**src/rtl/ppf_pkg.sv**
```systemverilog
package ppf_pkg;
    localparam logic [2:0] MODE_AUTO_OUT = 3'b010;
    localparam logic [2:0] MODE_EXT      = 3'b011;
    localparam logic [2:0] MODE_TEST     = 3'b110;

    typedef enum logic [1:0] {
        DR_IDLE   = 2'd0,
        DR_SETUP  = 2'd1,
        DR_STROBE = 2'd2
    } drain_state_e;
endpackage

```
**src/rtl/ppf_store.sv**
```systemverilog
module ppf_store #(
    parameter int DEPTH = 16,
    parameter int W     = 8,
    parameter int CW    = $clog2(DEPTH + 1)
) (
    input  logic          clk,
    input  logic          rst_n,
    input  logic          push_i,
    input  logic          pop_i,
    input  logic [W-1:0]  wdata_i,
    output logic [W-1:0]  head_o,
    output logic [CW-1:0] count_o,
    output logic          full_o,
    output logic          empty_o
);
    localparam int AW = $clog2(DEPTH);

    typedef struct packed {
        logic [AW-1:0] wptr;
        logic [AW-1:0] rptr;
        logic [CW-1:0] count;
    } store_t;

    store_t s_d, s_q;
    logic [W-1:0] mem_q [DEPTH];
    logic do_push, do_pop;

    function automatic logic [AW-1:0] bump(input logic [AW-1:0] p);
        return (p == AW'(DEPTH - 1)) ? '0 : p + 1'b1;
    endfunction

    always_comb begin
        s_d     = s_q;
        // full/empty judged on the count before this edge
        do_push = push_i && (s_q.count != CW'(DEPTH));
        do_pop  = pop_i  && (s_q.count != '0);
        if (do_push) s_d.wptr = bump(s_q.wptr);
        if (do_pop)  s_d.rptr = bump(s_q.rptr);
        case ({do_push, do_pop})
            2'b10:   s_d.count = s_q.count + 1'b1;
            2'b01:   s_d.count = s_q.count - 1'b1;
            default: s_d.count = s_q.count;
        endcase
    end

    always_ff @(posedge clk or negedge rst_n) begin
        if (!rst_n) s_q <= '0;
        else        s_q <= s_d;
    end

    always_ff @(posedge clk) begin
        if (do_push) mem_q[s_q.wptr] <= wdata_i;
    end

    assign head_o  = mem_q[s_q.rptr];
    assign count_o = s_q.count;
    assign full_o  = (s_q.count == CW'(DEPTH));
    assign empty_o = (s_q.count == '0);
endmodule

```
**src/rtl/ppf_svc.sv**
```systemverilog
module ppf_svc #(
    parameter int DEPTH = 16,
    parameter int WR_TH = 4,
    parameter int RD_TH = 12,
    parameter int CW    = $clog2(DEPTH + 1)
) (
    input  logic          clk,
    input  logic          rst_n,
    input  logic [CW-1:0] count_i,
    input  logic          dir_i,
    input  logic          sw_wr_i,
    input  logic          sw_val_i,
    output logic          svc_o,
    output logic          irq_o
);
    typedef struct packed {
        logic svc;
        logic irq;
    } svc_t;

    svc_t v_d, v_q;
    logic cond;

    always_comb begin
        // forward: enough free room; reverse: enough waiting bytes
        cond = dir_i ? (count_i >= CW'(RD_TH))
                     : (count_i <= CW'(DEPTH - WR_TH));
        v_d     = v_q;
        v_d.irq = 1'b0;
        if (sw_wr_i) begin
            v_d.svc = sw_val_i;
        end else if (!v_q.svc && cond) begin
            v_d.svc = 1'b1;
            v_d.irq = 1'b1;
        end
    end

    always_ff @(posedge clk or negedge rst_n) begin
        if (!rst_n) v_q <= '{svc: 1'b1, irq: 1'b0};
        else        v_q <= v_d;
    end

    assign svc_o = v_q.svc;
    assign irq_o = v_q.irq;
endmodule

```
**src/rtl/ppf_drain.sv**
```systemverilog
module ppf_drain
    import ppf_pkg::*;
#(
    parameter int W   = 8,
    parameter int STB = 4
) (
    input  logic         clk,
    input  logic         rst_n,
    input  logic [2:0]   mode_i,
    input  logic         empty_i,
    input  logic [W-1:0] head_i,
    input  logic         busy_i,
    output logic         pop_o,
    output logic         idle_o,
    output logic         strobe_n_o,
    output logic [W-1:0] pd_o
);
    localparam int CNTW = (STB < 2) ? 1 : $clog2(STB);

    typedef struct packed {
        drain_state_e    st;
        logic [CNTW-1:0] cnt;
        logic [W-1:0]    pd;
        logic            stb_n;
    } drain_t;

    drain_t r_d, r_q;

    always_comb begin
        r_d   = r_q;
        pop_o = 1'b0;
        case (r_q.st)
            DR_IDLE: begin
                if (mode_i == MODE_AUTO_OUT && !empty_i && !busy_i) begin
                    r_d.pd = head_i;
                    r_d.st = DR_SETUP;
                end
            end
            DR_SETUP: begin
                r_d.stb_n = 1'b0;
                r_d.cnt   = CNTW'(STB - 1);
                r_d.st    = DR_STROBE;
            end
            DR_STROBE: begin
                if (r_q.cnt == '0) begin
                    r_d.stb_n = 1'b1;
                    r_d.st    = DR_IDLE;
                    pop_o     = 1'b1;
                end else begin
                    r_d.cnt = r_q.cnt - 1'b1;
                end
            end
            default: r_d.st = DR_IDLE;
        endcase
    end

    always_ff @(posedge clk or negedge rst_n) begin
        if (!rst_n) r_q <= '{st: DR_IDLE, cnt: '0, pd: '0, stb_n: 1'b1};
        else        r_q <= r_d;
    end

    assign idle_o     = (r_q.st == DR_IDLE);
    assign strobe_n_o = r_q.stb_n;
    assign pd_o       = r_q.pd;
endmodule

```
**src/rtl/ppf_top.sv**
```systemverilog
module ppf_top
    import ppf_pkg::*;
#(
    parameter int DEPTH      = 16,
    parameter int W          = 8,
    parameter int WR_TH      = 4,
    parameter int RD_TH      = 12,
    parameter int STB_CYCLES = 4
) (
    input  logic         clk,
    input  logic         rst_n,
    input  logic [2:0]   mode_i,
    input  logic         dir_i,
    input  logic         wr_en_i,
    input  logic [W-1:0] wr_data_i,
    input  logic         rd_en_i,
    output logic [W-1:0] rd_data_o,
    input  logic         svc_wr_i,
    input  logic         svc_val_i,
    input  logic         err_src_i,
    output logic         full_o,
    output logic         empty_o,
    output logic         svc_o,
    output logic         svc_irq_o,
    output logic         err_irq_o,
    input  logic         busy_i,
    input  logic         ack_n_i,
    input  logic         fault_n_i,
    output logic         strobe_n_o,
    output logic [W-1:0] pd_o
);
    localparam int CW = $clog2(DEPTH + 1);

    logic [CW-1:0] count;
    logic [W-1:0]  head;
    logic          seq_pop, seq_idle, host_pop;
    logic          err_d, err_q;

    assign host_pop = rd_en_i && (mode_i != MODE_AUTO_OUT) && seq_idle;

    ppf_store #(.DEPTH(DEPTH), .W(W), .CW(CW)) store_i (
        .clk     (clk),
        .rst_n   (rst_n),
        .push_i  (wr_en_i),
        .pop_i   (host_pop | seq_pop),
        .wdata_i (wr_data_i),
        .head_o  (head),
        .count_o (count),
        .full_o  (full_o),
        .empty_o (empty_o)
    );

    ppf_svc #(.DEPTH(DEPTH), .WR_TH(WR_TH), .RD_TH(RD_TH), .CW(CW)) svc_i (
        .clk      (clk),
        .rst_n    (rst_n),
        .count_i  (count),
        .dir_i    (dir_i),
        .sw_wr_i  (svc_wr_i),
        .sw_val_i (svc_val_i),
        .svc_o    (svc_o),
        .irq_o    (svc_irq_o)
    );

    ppf_drain #(.W(W), .STB(STB_CYCLES)) drain_i (
        .clk        (clk),
        .rst_n      (rst_n),
        .mode_i     (mode_i),
        .empty_i    (empty_o),
        .head_i     (head),
        .busy_i     (busy_i),
        .pop_o      (seq_pop),
        .idle_o     (seq_idle),
        .strobe_n_o (strobe_n_o),
        .pd_o       (pd_o)
    );

    always_comb begin
        err_d = err_src_i ? !ack_n_i : !fault_n_i;
    end

    always_ff @(posedge clk or negedge rst_n) begin
        if (!rst_n) err_q <= 1'b0;
        else        err_q <= err_d;
    end

    assign err_irq_o = err_q;
    assign rd_data_o = head;
endmodule

```
**config.mk**
```make
export PLATFORM = sky130hd
export DESIGN_NAME = ppf_top
export DESIGN_NICKNAME = d
export VERILOG_FILES = /design/src/rtl/ppf_pkg.sv /design/src/rtl/ppf_store.sv /design/src/rtl/ppf_svc.sv /design/src/rtl/ppf_drain.sv /design/src/rtl/ppf_top.sv
export SDC_FILE = /design/constraint.sdc
export NUM_CORES = 1
export LEC_CHECK = 0
export BUFFER_PORTS_ARGS = -buffer_cell sky130_fd_sc_hd__buf_2
export CORE_MARGIN = 3
export CORE_UTILIZATION = 60
export CTS_CLUSTER_DIAMETER = 120
export DETAILED_ROUTE_END_ITERATION = 10
export PLACE_DENSITY = 0.9
export REMOVE_ABC_BUFFERS = 1
export SLEW_MARGIN = 0
export SYNTH_ARGS = -nofsm -noshare
export SYNTH_HDL_FRONTEND = slang
export SYNTH_SLANG_ARGS = --single-unit
```
**constraint.sdc**
```tcl
create_clock -name clk -period 4 [get_ports clk]
set_clock_uncertainty 0.05 [all_clocks]
set_input_delay 0.4 -clock clk [delete_from_list [all_inputs] [get_ports clk]]
set_output_delay 0.4 -clock clk [all_outputs]
set_load 0.02 [all_outputs]
```
==> results of run 1 <==
==> placed cells by master, fill, tap and decap left out, types with 4 or more instances in the layout <==
| master | n |
|---|---|
| nand2_1 | 17 |
| mux2i_1 | 41 |
| a222oi_1 | 8 |
| nand2b_1 | 5 |
| a2bb2oi_1 | 8 |
| dlygate4sd3_1 | 4 |
| nor2_1 | 22 |
| nor2b_1 | 4 |
| o21ai_1 | 7 |
| o21ai_0 | 8 |
| nor3_1 | 8 |
| clkbuf_16 | 16 |
| buf_4 | 7 |
| ha_1 | 10 |
| xnor2_1 | 4 |
| mux4_1 | 4 |
| nand3_1 | 4 |
| clkinv_1 | 4 |
| inv_1 | 19 |
| dfrtp_1 | 26 |
| buf_2 | 43 |
| a21boi_0 | 10 |
| edfxtp_1 | 128 |
| a21oi_1 | 7 |
| mux4_2 | 12 |
| mux2_2 | 4 |
==> registers in the layout, summed over array words and instances (netlist names) <==
| signal | count |
|---|---|
| drain_i.pd_o | 8 |
| svc_i.svc_o | 1 |
| store_i.mem_q | 128 |
| store_i.count_o | 5 |
| store_i.s_q | 8 |
| err_irq_o | 1 |
| svc_i.irq_o | 1 |
| drain_i.r_q | 4 |
| drain_i.strobe_n_o | 1 |
==> kinds of logic after synthesis <==
| logic type | after synthesis |
|---|---|
| and+or+nand+nor | 74 |
| AOI/OAI and AO/OA | 63 |
| muxes | 61 |
| adders and majority gates | 10 |
| buffers and inverters | 52 |
| DFF | 157 |
| xor gates and xnor gates | 7 |
==> worst max path at each step <==
stage	end	startpoint	slack, ns	cells after the start
finish	rd_data_o[5]	store_i.s_q[7]	0.58	5
global route	store_i.count_o[4]	drain_i.r_q[12]	0.46	11
CTS	rd_data_o[5]	store_i.s_q[7]	0.63	5
detailed placement	store_i.count_o[4]	mode_i[0]	0.75	11
global placement	store_i.count_o[4]	mode_i[0]	0.86	11
floorplan	store_i.count_o[4]	store_i.count_o[1]	0.94	9
==> synth_stat cells (2+ instances only) <==
cell / instances
mux2_2: 4
o2bb2ai_1: 2
buf_6: 2
mux4_2: 12
nor2_1: 22
nand2b_1: 5
o21ai_0: 8
dfstp_2: 2
xnor2_1: 4
a21oi_1: 7
nor4b_1: 2
ha_1: 10
nor3b_1: 3
buf_1: 5
a21boi_0: 10
a2bb2oi_1: 8
buf_12: 2
o21ai_1: 7
clkbuf_1: 6
nor4_1: 2
nor2b_1: 4
dfrtp_1: 27
inv_1: 19
nand3_1: 4
nor3_1: 8
xor2_1: 3
o22a_1: 2
edfxtp_1: 128
mux4_1: 4
a31oi_1: 2
mux2i_1: 41
buf_4: 11
a222oi_1: 8
nand2_1: 17
buf_2: 6
nand4b_1: 2
==> routing by layer <==
layer / wire length, µm / up-vias / track usage
met1: 5180 / 1837 / 0.295
li1: - / 1703 / -
met4: 310 / 0 / 0.103
met3: 971 / 32 / 0.0560
met2: 6750 / 187 / 0.365
met5: 0 / - / 0
==> where the power goes <==
group	internal, mW	switching (mW)
clock	0.816	0.599
sequential	2.02	0.282
combinational	0.776	1.01
total	3.61	1.89
==> tightest hold or removal path: stages <==
cell     delay, ns
buf_2         0.10
nor2b_1       0.10
a21oi_1       0.05
==> cell type report <==
cell class	count	area, µm²
clock inverters	12	95.1
inverters	19	71.3
repair buffers	54	308
multi-input cells	215	1870
clock buffers	20	425
flip-flops and latches	157	4570
fillers	670	3370
well taps	140	175
==> metrics by stage <==
stage	hold WS, ns	instances
after detailed placement	0.425	581
final	0.0800	617
after global routing	0.0920	617
after global placement	0.411	581
after floorplan	0.0544	391
after CTS	0.0490	617
==> timing repair <==
item / CTS / global route
hold endpoints to repair: 29 / 0
hold buffers: 4 / 0
resized for setup: 0 / 0
==> results.md, run 1 <==
- Status: completed
- Slowest-stage cell, CP: dfrtp_1
- Antenna violations before repair: 0
- Synth Area in Adders: 0.0186
- Worst-Skew Late Latency: 0.53 ns
- Die Y-Extent: between 100 and 150 µm
- Post-route cell area: roughly 0.0075 mm²
- TritonCTS Buffers: 17
- EDFF count, synth: between 100 and 150
- Max-cap viol count: 0
- Postcts setup bufs: 0
- Synth area leader: edfxtp_1
- Crit path buf inv count: 2
- First-pass GRT wire length: approximately 21000 µm
- Post-synthesis sequential area ratio: 0.678
- Mux contribution to synthesized area: 0.123
- Vias per inst: 6.09
- Overflow after GRT: 0
- Average wire per standard cell: between 20 and 25 µm
- FMAX: between 200 and 300 MHz
- Routability cong.: around 0.83
- Chip Width: 112 µm
- CP Cell Sequence: nor2b_1, a222oi_1, a2bb2oi_1, inv_1, buf_2
- WHS Endpoint: svc_i.svc_o
- Syn avg cell area: 15.9 µm²
- Ranking of synthesized cells by area: edfxtp_1 57%, dfrtp_1 10%, mux2i_1 6.1%
- # port buffers: between 40 and 50
- Cell variety after synth: between 50 and 60
- Area after DPL: 0.00695 mm²
- Total Power: 5.50 mW
- Reg2Reg Setup Slack: roughly 0.77 ns
- Crit end category: output pin
- Hold path depth: 3
- Worst path required time: 3.55 ns
- Worst R2R End: store_i.count_o[4]
- Hold Violations, Final: 0
- Synth Register Bits: between 150 and 200
- Pwr dens: between 700 and 800 mW/mm²
- Post-layout util: 0.690
- Final net count: ~500
- Simple-Gate Fraction of Synth Area: 0.0559
- Post-route DRC: 0
- Final worst slack: 0.582 ns
- Std cell rows: 38
- Worst IR Drop VDD: between 0.4 and 0.5 mV
- Worst slew pin tran: 0.910 ns
- Initial Util: 0.619
- Crit path DAT: between 2 and 3 ns
- Netlist Area Pre-Place: 0.00674 mm²
- XOR/XNOR share of the synthesized area: 0.00910
- Largest family of logic cells by synthesized area: multiplexers
- Area growth from synthesis to layout: 11.5%
- Largest net degree at the start of global routing: 35
- CORE AREA: 0.0109 mm²
- Clock root buffer: clkbuf_8
- Setup crit start kind: flip-flop
- Max_slew headroom: 0.391
- Cells after Synth: around 420
- Vias in the first global route: approximately 3900
- Compound-gate portion of the synthesized area: 0.0700
- Top-area cell type share of the netlist area: 0.570
- Die area: 0.0125 mm²
- Clock Path Buffers: 2
- Setup violations, final: 0
- Kind of critical path: flip-flop to output pin
- CTS sink count: roughly 160
- Ant. Diodes: 0
- DP Worst Slack: approximately 0.75 ns
- Post-synth ARST share: 0.185
- Min Tclk post-route: 3.42 ns
- H-tree levels: 4
- Max-slew violation count: 0
- Syn. warnings: 0
- Reg-to-Reg Start: drain_i.r_q[12]
- Setup TNS Final: 0 ns
- Post-route ant nets: 0
- Leakage: 2.83 nW
- Detailed-placement wirelength estimate: roughly 8100 µm
- Initial drt markers: about 400
- RSZ-0062 raised after global routing: false
- I/O pin total: 44
- Cell family with most CP delay: flip-flops
- Worst-path clk slew: 0.06 ns
- Final period util: 0.855
- Top_reg_cell synth: edfxtp_1
- Total GRT Usage: 0.227
- Drt pass-1 iters: 7
- HP Class: primary input to flip-flop
- Total routed wirelength: about 13000 µm
- Slowest stage delay, CP: about 0.9 ns
- Layout cells sized above 1: 0.214
- DR vias: 3759
- Worst Min Path Start: svc_val_i
- Crit path max fanout: 16
- CTS tree: built
- Reg2reg path depth: 11
Power figures use the tool's default switching activity.
==> run 2, diff against run 1 <==
Settings changed: SYNTH_HIERARCHICAL from default to 1.
==> run 2 against run 1 <==
Compared with the run above: clock power is 9% higher; global-route usage rose by 1.5 points; power grew 4.7%; critical path type unchanged.
==> results.md, run 2 <==
- DR vias: between 3000 and 4000
- Routability cong.: 0.814
- CTS sink count: roughly 160
- I/O pin total: between 40 and 50
- Max_slew headroom: 0.103
- Commonest cells after routing, fill and taps aside: 128 x edfxtp_1, 44 x buf_2, 26 x mux2i_1, 26 x dfrtp_1, 24 x mux4_2
- Setup violations, final: 0
- CTS tree: built
- Max reg flops: 128
- Syn avg cell area: around 17 µm²
- Status: completed
- Most flop-heavy register: store_i/mem_q
- Hold Violations, Final: 0
- Post-synthesis sequential area ratio: 0.687
- Syn. warnings: 6
- Worst slew pin tran: around 1.3 ns
- Clock root buffer: clkbuf_8
- Die area: 0.0124 mm²
- Post-synth ARST share: 0.185
- Cts repair resizes: 0
- Most numerous cell in the Yosys netlist: edfxtp_1
- Min Tclk post-route: ~3.5 ns
- Post-route ant nets: 0
- Overflow after GRT: 0
- Vias in the first global route: 3801
- Ranking of synthesized cells by area: edfxtp_1 58%, dfrtp_1 10%, mux4_2 8.1%
- Total routed wirelength: 14200 µm
- Pwr dens: 769 mW/mm²
- Post-layout util: 0.710
- Std cell rows: 37
- Comb power frac: 0.325
- Synth area leader: edfxtp_1
- Die Y-Extent: around 110 µm
- Clk network pwr share: 0.270
- Netlist Area Pre-Place: around 0.0067 mm²
- Final period util: 0.867
- CORE AREA: 0.0106 mm²
- Slowest stage delay, CP: approximately 1 ns
- Int Pwr: 3.73 mW
- H-tree levels: 4
- Setup TNS Final: 0 ns
- Worst IR Drop VDD: 0.622 mV
- Worst-path clk slew: around 0.060 ns
- Cells after Synth: slightly below 400
- Crit end category: output pin
- Initial Util: 0.630
- Total GRT Usage: 0.242
- Synth Register Bits: 157
- Cell family with most CP delay: flip-flops
- Cell variety after synth: 49
- Crit path buf inv count: 1
- Antenna violations before repair: 0
- EDFF count, synth: 128
- Crit path top cell by count: mux2i_1
- Crit path max fanout: 35
- Vias per inst: around 6.5
- # port buffers: between 40 and 50
- TritonCTS Buffers: 17
- HP Class: primary input to flip-flop
- Layout cells sized above 1: 0.294
- Slowest-stage cell, CP: dfrtp_2
- Worst-Skew Late Latency: between 0.5 and 0.6 ns
- Post-route DRC: 0
- Max-slew violation count: 0
- Crit path DAT: roughly 3.0 ns
- Postcts setup bufs: 0
- First-pass GRT wire length: 22200 µm
- RSZ-0062 raised after global routing: false
- Clock Path Buffers: 2
- Final net count: ~460
- Chip Width: approximately 110 µm
- CP Cell Sequence: mux2i_1, a22oi_1, mux2i_1, o21ai_0, buf_2
- Top-area cell type share of the netlist area: 0.578
- Setup crit start kind: flip-flop
- Max-cap viol count: 0
- Drt pass-1 iters: 5
- Top cells by count, synth: 128 x edfxtp_1, 27 x dfrtp_1, 26 x mux2i_1, 24 x mux4_2, 22 x nor2_1
- Largest net degree at the start of global routing: 36
- Switching pwr: 2.02 mW
- Area growth from synthesis to layout: 12.6%
- Leakage: about 2.7 nW
- Kind of critical path: flip-flop to output pin
- Ant. Diodes: 0
- Commonest non-fill, non-tap cell in the layout: edfxtp_1
- Switch share: 0.352
- Average wire per standard cell: approximately 25 µm
- Worst path required time: between 3 and 4 ns
- Top_reg_cell synth: edfxtp_1
- Sequential share of power: 0.405
- FMAX: a little under 300 MHz
- Initial drt markers: 488
- Detailed-placement wirelength estimate: roughly 8400 µm
-- run 2: cell count changes after synthesis, sizes merged, moves of 3 or more --
cell and delta:
a22oi +8, a222oi -8, inv -11, mux4 +8, nand2 -8, mux2i -15
a2bb2oi -8, nor3b -3, mux2 +8, a32oi +8, and2 +3, a21boi -9
-- run 2: cells by family (layout without fill, tap and decap cells) --
kind of cell,count (synthesis),count (layout),share of synthesized area
xor+xnor,6,6,0.00790
flops,157,157,0.687
buf+inv,39,92,0.0354
compound gates,52,52,0.0557
simple gates,59,59,0.0487
fa+ha+maj,11,11,0.0218
mux,62,62,0.143
-- run 2: metal layers --
| layer | global-route usage | wire length (µm) |
|---|---|---|
| met1 | 0.303 | 5260 |
| met5 | 0 | 0 |
| met4 | 0.0908 | 430 |
| met2 | 0.399 | 7250 |
| met3 | 0.0759 | 1300 |
-- run 2: cell type report --
type	count	area (µm²)
tap	136	170
fill	596	3070
timing repair buffer	52	290
clock buffer	17	414
multi-input combinational	190	1850
clock inverter	15	160
sequential	157	4570
inverter	8	30.0
-- run 2: power groups by stage --
stage | Combinational [mW] | Clock, mW | Sequential [mW]
final | 1.87 | 1.55 | 2.33
after detailed placement | 1.79 | 0 | 2.35
after floorplan | 1.15 | 0 | 2.40
after global placement | 1.70 | 0 | 2.32
after CTS | 1.85 | 1.57 | 2.33
after global routing | 1.98 | 1.63 | 2.37
-- run 2: worst min-delay path: cells and delay by family --
| family | cells | cell delay (ns) |
|---|---|---|
| buf+inv | 1 | 0.09 |
| simple gates | 1 | 0.05 |
| compound gates | 1 | 0.09 |
-- run 2: worst paths after layout --
path / startpoint / endpoint / slack [ns] / depth (start not counted)
worst max register to register: drain_i/r_q[9] / store_i/count_o[4] / 0.82 / 13
worst max-delay path: store_i/s_q[6] / rd_data_o[0] / 0.53 / 5
worst min register to register: drain_i/strobe_n_o / drain_i/strobe_n_o / 0.43 / 2
max in group asynchronous: rst_n / store_i/s_q[6] / 3.05 / 2
min in group asynchronous: rst_n / svc_i/irq_o / 0.38 / 2
worst min-delay path: svc_val_i / svc_i/svc_o / 0.08 / 3
-- run 2: what timing repair did --
action                     4_1_cts  5_1_grt
hold buffers                     4        0
hold endpoints to repair        29        0
setup endpoints to repair        0        0
-- run 2: per-stage QoR --
step	setup WS (ns)	instances	cell area [µm²]	power (mW)	hold WS [ns]
floorplan	1.12	355	6450	3.54	0.0544
global placement	1.07	538	6870	4.02	0.396
detailed placement	0.889	538	6870	4.14	0.412
CTS	0.646	574	7480	5.75	0.0617
global route	0.479	575	7490	5.98	0.0779
finish	0.531	575	7490	5.76	0.0850
==> run 3, diff against run 2 <==
Settings changed: CELL_PAD_IN_SITES_DETAIL_PLACEMENT from default to 1, CELL_PAD_IN_SITES_GLOBAL_PLACEMENT from default to 1, CORE_UTILIZATION 60 to 52, PLACE_DENSITY 0.9 to 0.91, SLEW_MARGIN 0 to default.
==> run 3 against run 2 <==
Compared with the run above: final area is 0.60% higher; power rose by 2.1%; maximum frequency is 2.2% higher; largest power group unchanged.
==> results.md, run 3 (synthesized netlist as in run 2, its figures left out) <==
- Cts hold-fix bufs: 1
- Worst-Skew Late Latency: 0.43 ns
- Area growth from synthesis to layout: 13.2%
- Status: completed
- Drt pass-1 iters: 5
- Max reg flops: about 130
- Average wire per standard cell: around 27 µm
- Hold path depth: 2
- Pwr dens: roughly 780 mW/mm²
- Setup crit start kind: flip-flop
- Max-slew violation count: 0
- Leakage: approximately 2.7 nW
- Routability cong.: ~0.83
- Post-route DRC: 0
- HP Class: primary input to flip-flop
- Std cell rows: 40
- Vias in the first global route: 3993
- Max_slew headroom: 0.278
- I/O pin total: 44
- CTS sink count: about 160
- WHS: 0.0958 ns
- Reg-to-Reg Start: drain_i/r_q[10]
- Switching pwr: between 2 and 2.5 mW
- Crit end category: flip-flop
- Setup TNS Final: 0 ns
- Die area: roughly 0.014 mm²
- Final net count: between 400 and 500
- Initial Util: 0.543
- First-pass GRT wire length: around 25000 µm
- Clock root buffer: clkbuf_16
- Commonest cells after routing, fill and taps aside: 128 x edfxtp_1, 43 x buf_2, 26 x mux2i_1, 26 x dfrtp_1, 24 x mux4_2
- Hold Violations, Final: 0
- Overflow after GRT: 0
- Reg2reg path depth: 13
- Layout cells sized above 1: 0.298
- Total Power: 5.88 mW
- Worst IR Drop VDD: roughly 0.31 mV
- Largest net degree at the start of global routing: 30
- Worst R2R End: store_i/count_o[4]
- Worst-path clk slew: 0.07 ns
- Cell family with most CP delay: adder cells
- Worst path required time: between 4 and 5 ns
- Switch share: 0.359
- Comb power frac: 0.332
- Setup violations, final: 0
- Chip Width: 119 µm
- Crit path DAT: 3.69 ns
- TritonCTS Buffers: 17
- Die Y-Extent: 119 µm
- Commonest non-fill, non-tap cell in the layout: edfxtp_1
- Clock Path Buffers: 2
- Crit path max fanout: 6
- Vias per inst: between 6 and 7
- RSZ-0062 raised after global routing: false
- Sequential share of power: 0.393
- WHS Endpoint: err_irq_o
- Slowest stage delay, CP: around 0.47 ns
- H-tree levels: 4
- Most flop-heavy register: store_i/mem_q
- Antenna violations before repair: 0
- Clk network pwr share: 0.275
- # port buffers: 43
- FMAX: roughly 300 MHz
- CTS tree: built
- Final period util: 0.849
- DR vias: 3749
- Worst slew pin tran: 1.08 ns
- Detailed-placement wirelength estimate: roughly 10000 µm
- Initial drt markers: roughly 380
- Int Pwr: between 3 and 4 mW
- Cts repair resizes: 0
- Min Tclk post-route: between 3 and 4 ns
- Post-route ant nets: 0
- Postcts setup bufs: 0
- Slowest-stage cell, CP: dfrtp_1
- Kind of critical path: flip-flop to flip-flop
- Max-cap viol count: 0
- Crit path top cell by count: ha_1
- Total routed wirelength: about 16000 µm
- Total GRT Usage: 0.246
- CP Cell Sequence: inv_1, ha_1, and2b_1, and2_1, nor4b_2, nor2_1, o21a_4, ha_1, fa_1, a21o_1, a21oi_1, mux2i_1, xnor2_1
- Crit path buf inv count: 1
- Worst Min Path Start: ack_n_i
- CORE AREA: approximately 0.012 mm²
- Reg2Reg Setup Slack: slightly above 0.6 ns
==> run 3: through the flow <==
stage               worst slack [ns]  std cells  cell area (µm²)  utilization
detailed placement             0.829        574             6940        0.566
global placement                1.05        574             6940        0.566
global route                   0.417        607             7530        0.614
finish                         0.605        608             7530        0.614
CTS                            0.653        607             7530        0.614
floorplan                       1.12        355             6450            -
==> run 3: how the worst max path moves through the flow <==
stage                    startpoint                  to  slack (ns)  depth (start not counted)
floorplan            store_i/s_q[5]        rd_data_o[0]        1.12                          4
CTS                 drain_i/r_q[10]  store_i/count_o[4]        0.65                         13
detailed placement   drain_i/r_q[9]  store_i/count_o[4]        0.83                         13
global route        drain_i/r_q[10]  store_i/count_o[4]        0.42                         13
finish              drain_i/r_q[10]  store_i/count_o[4]        0.61                         13
global placement     drain_i/r_q[9]  store_i/count_o[4]        1.05                         13
==> run 3: layer usage <==
layer	share of wire	global-route usage
met3	0.062	0.0679
met4	0.021	0.0818
met2	0.51	0.410
met5	0	0
met1	0.41	0.312
==> run 3: final cells by class <==
cell class | count | area, µm²
Inverter | 8 | 30.0
Timing Repair Buffer | 52 | 285
Antenna cell | 1 | 2.50
Sequential cell | 157 | 4570
Fill cell | 1093 | 4730
Tap cell | 168 | 210
Clock inverter | 14 | 158
Multi-Input combinational cell | 190 | 1850
Clock buffer | 18 | 429
==> run 3: worst reg2reg max path, cell delays in order, from the launching register on <==
cell and delay [ns]:
dfrtp_1 0.47, inv_1 0.09, ha_1 0.23, and2b_1 0.20, and2_1 0.21, nor4b_2 0.29, nor2_1 0.13, o21a_4 0.16
ha_1 0.28, fa_1 0.45, a21o_1 0.19, a21oi_1 0.18, mux2i_1 0.23, xnor2_1 0.15
==> run 3: power groups by stage <==
stage / clock [mW] / combinational (mW) / sequential, mW
floorplan: 0 / 1.15 / 2.40
CTS: 1.63 / 1.96 / 2.31
global placement: 0 / 1.76 / 2.28
global route: 1.71 / 2.09 / 2.34
detailed placement: 0 / 1.88 / 2.32
finish: 1.61 / 1.95 / 2.31
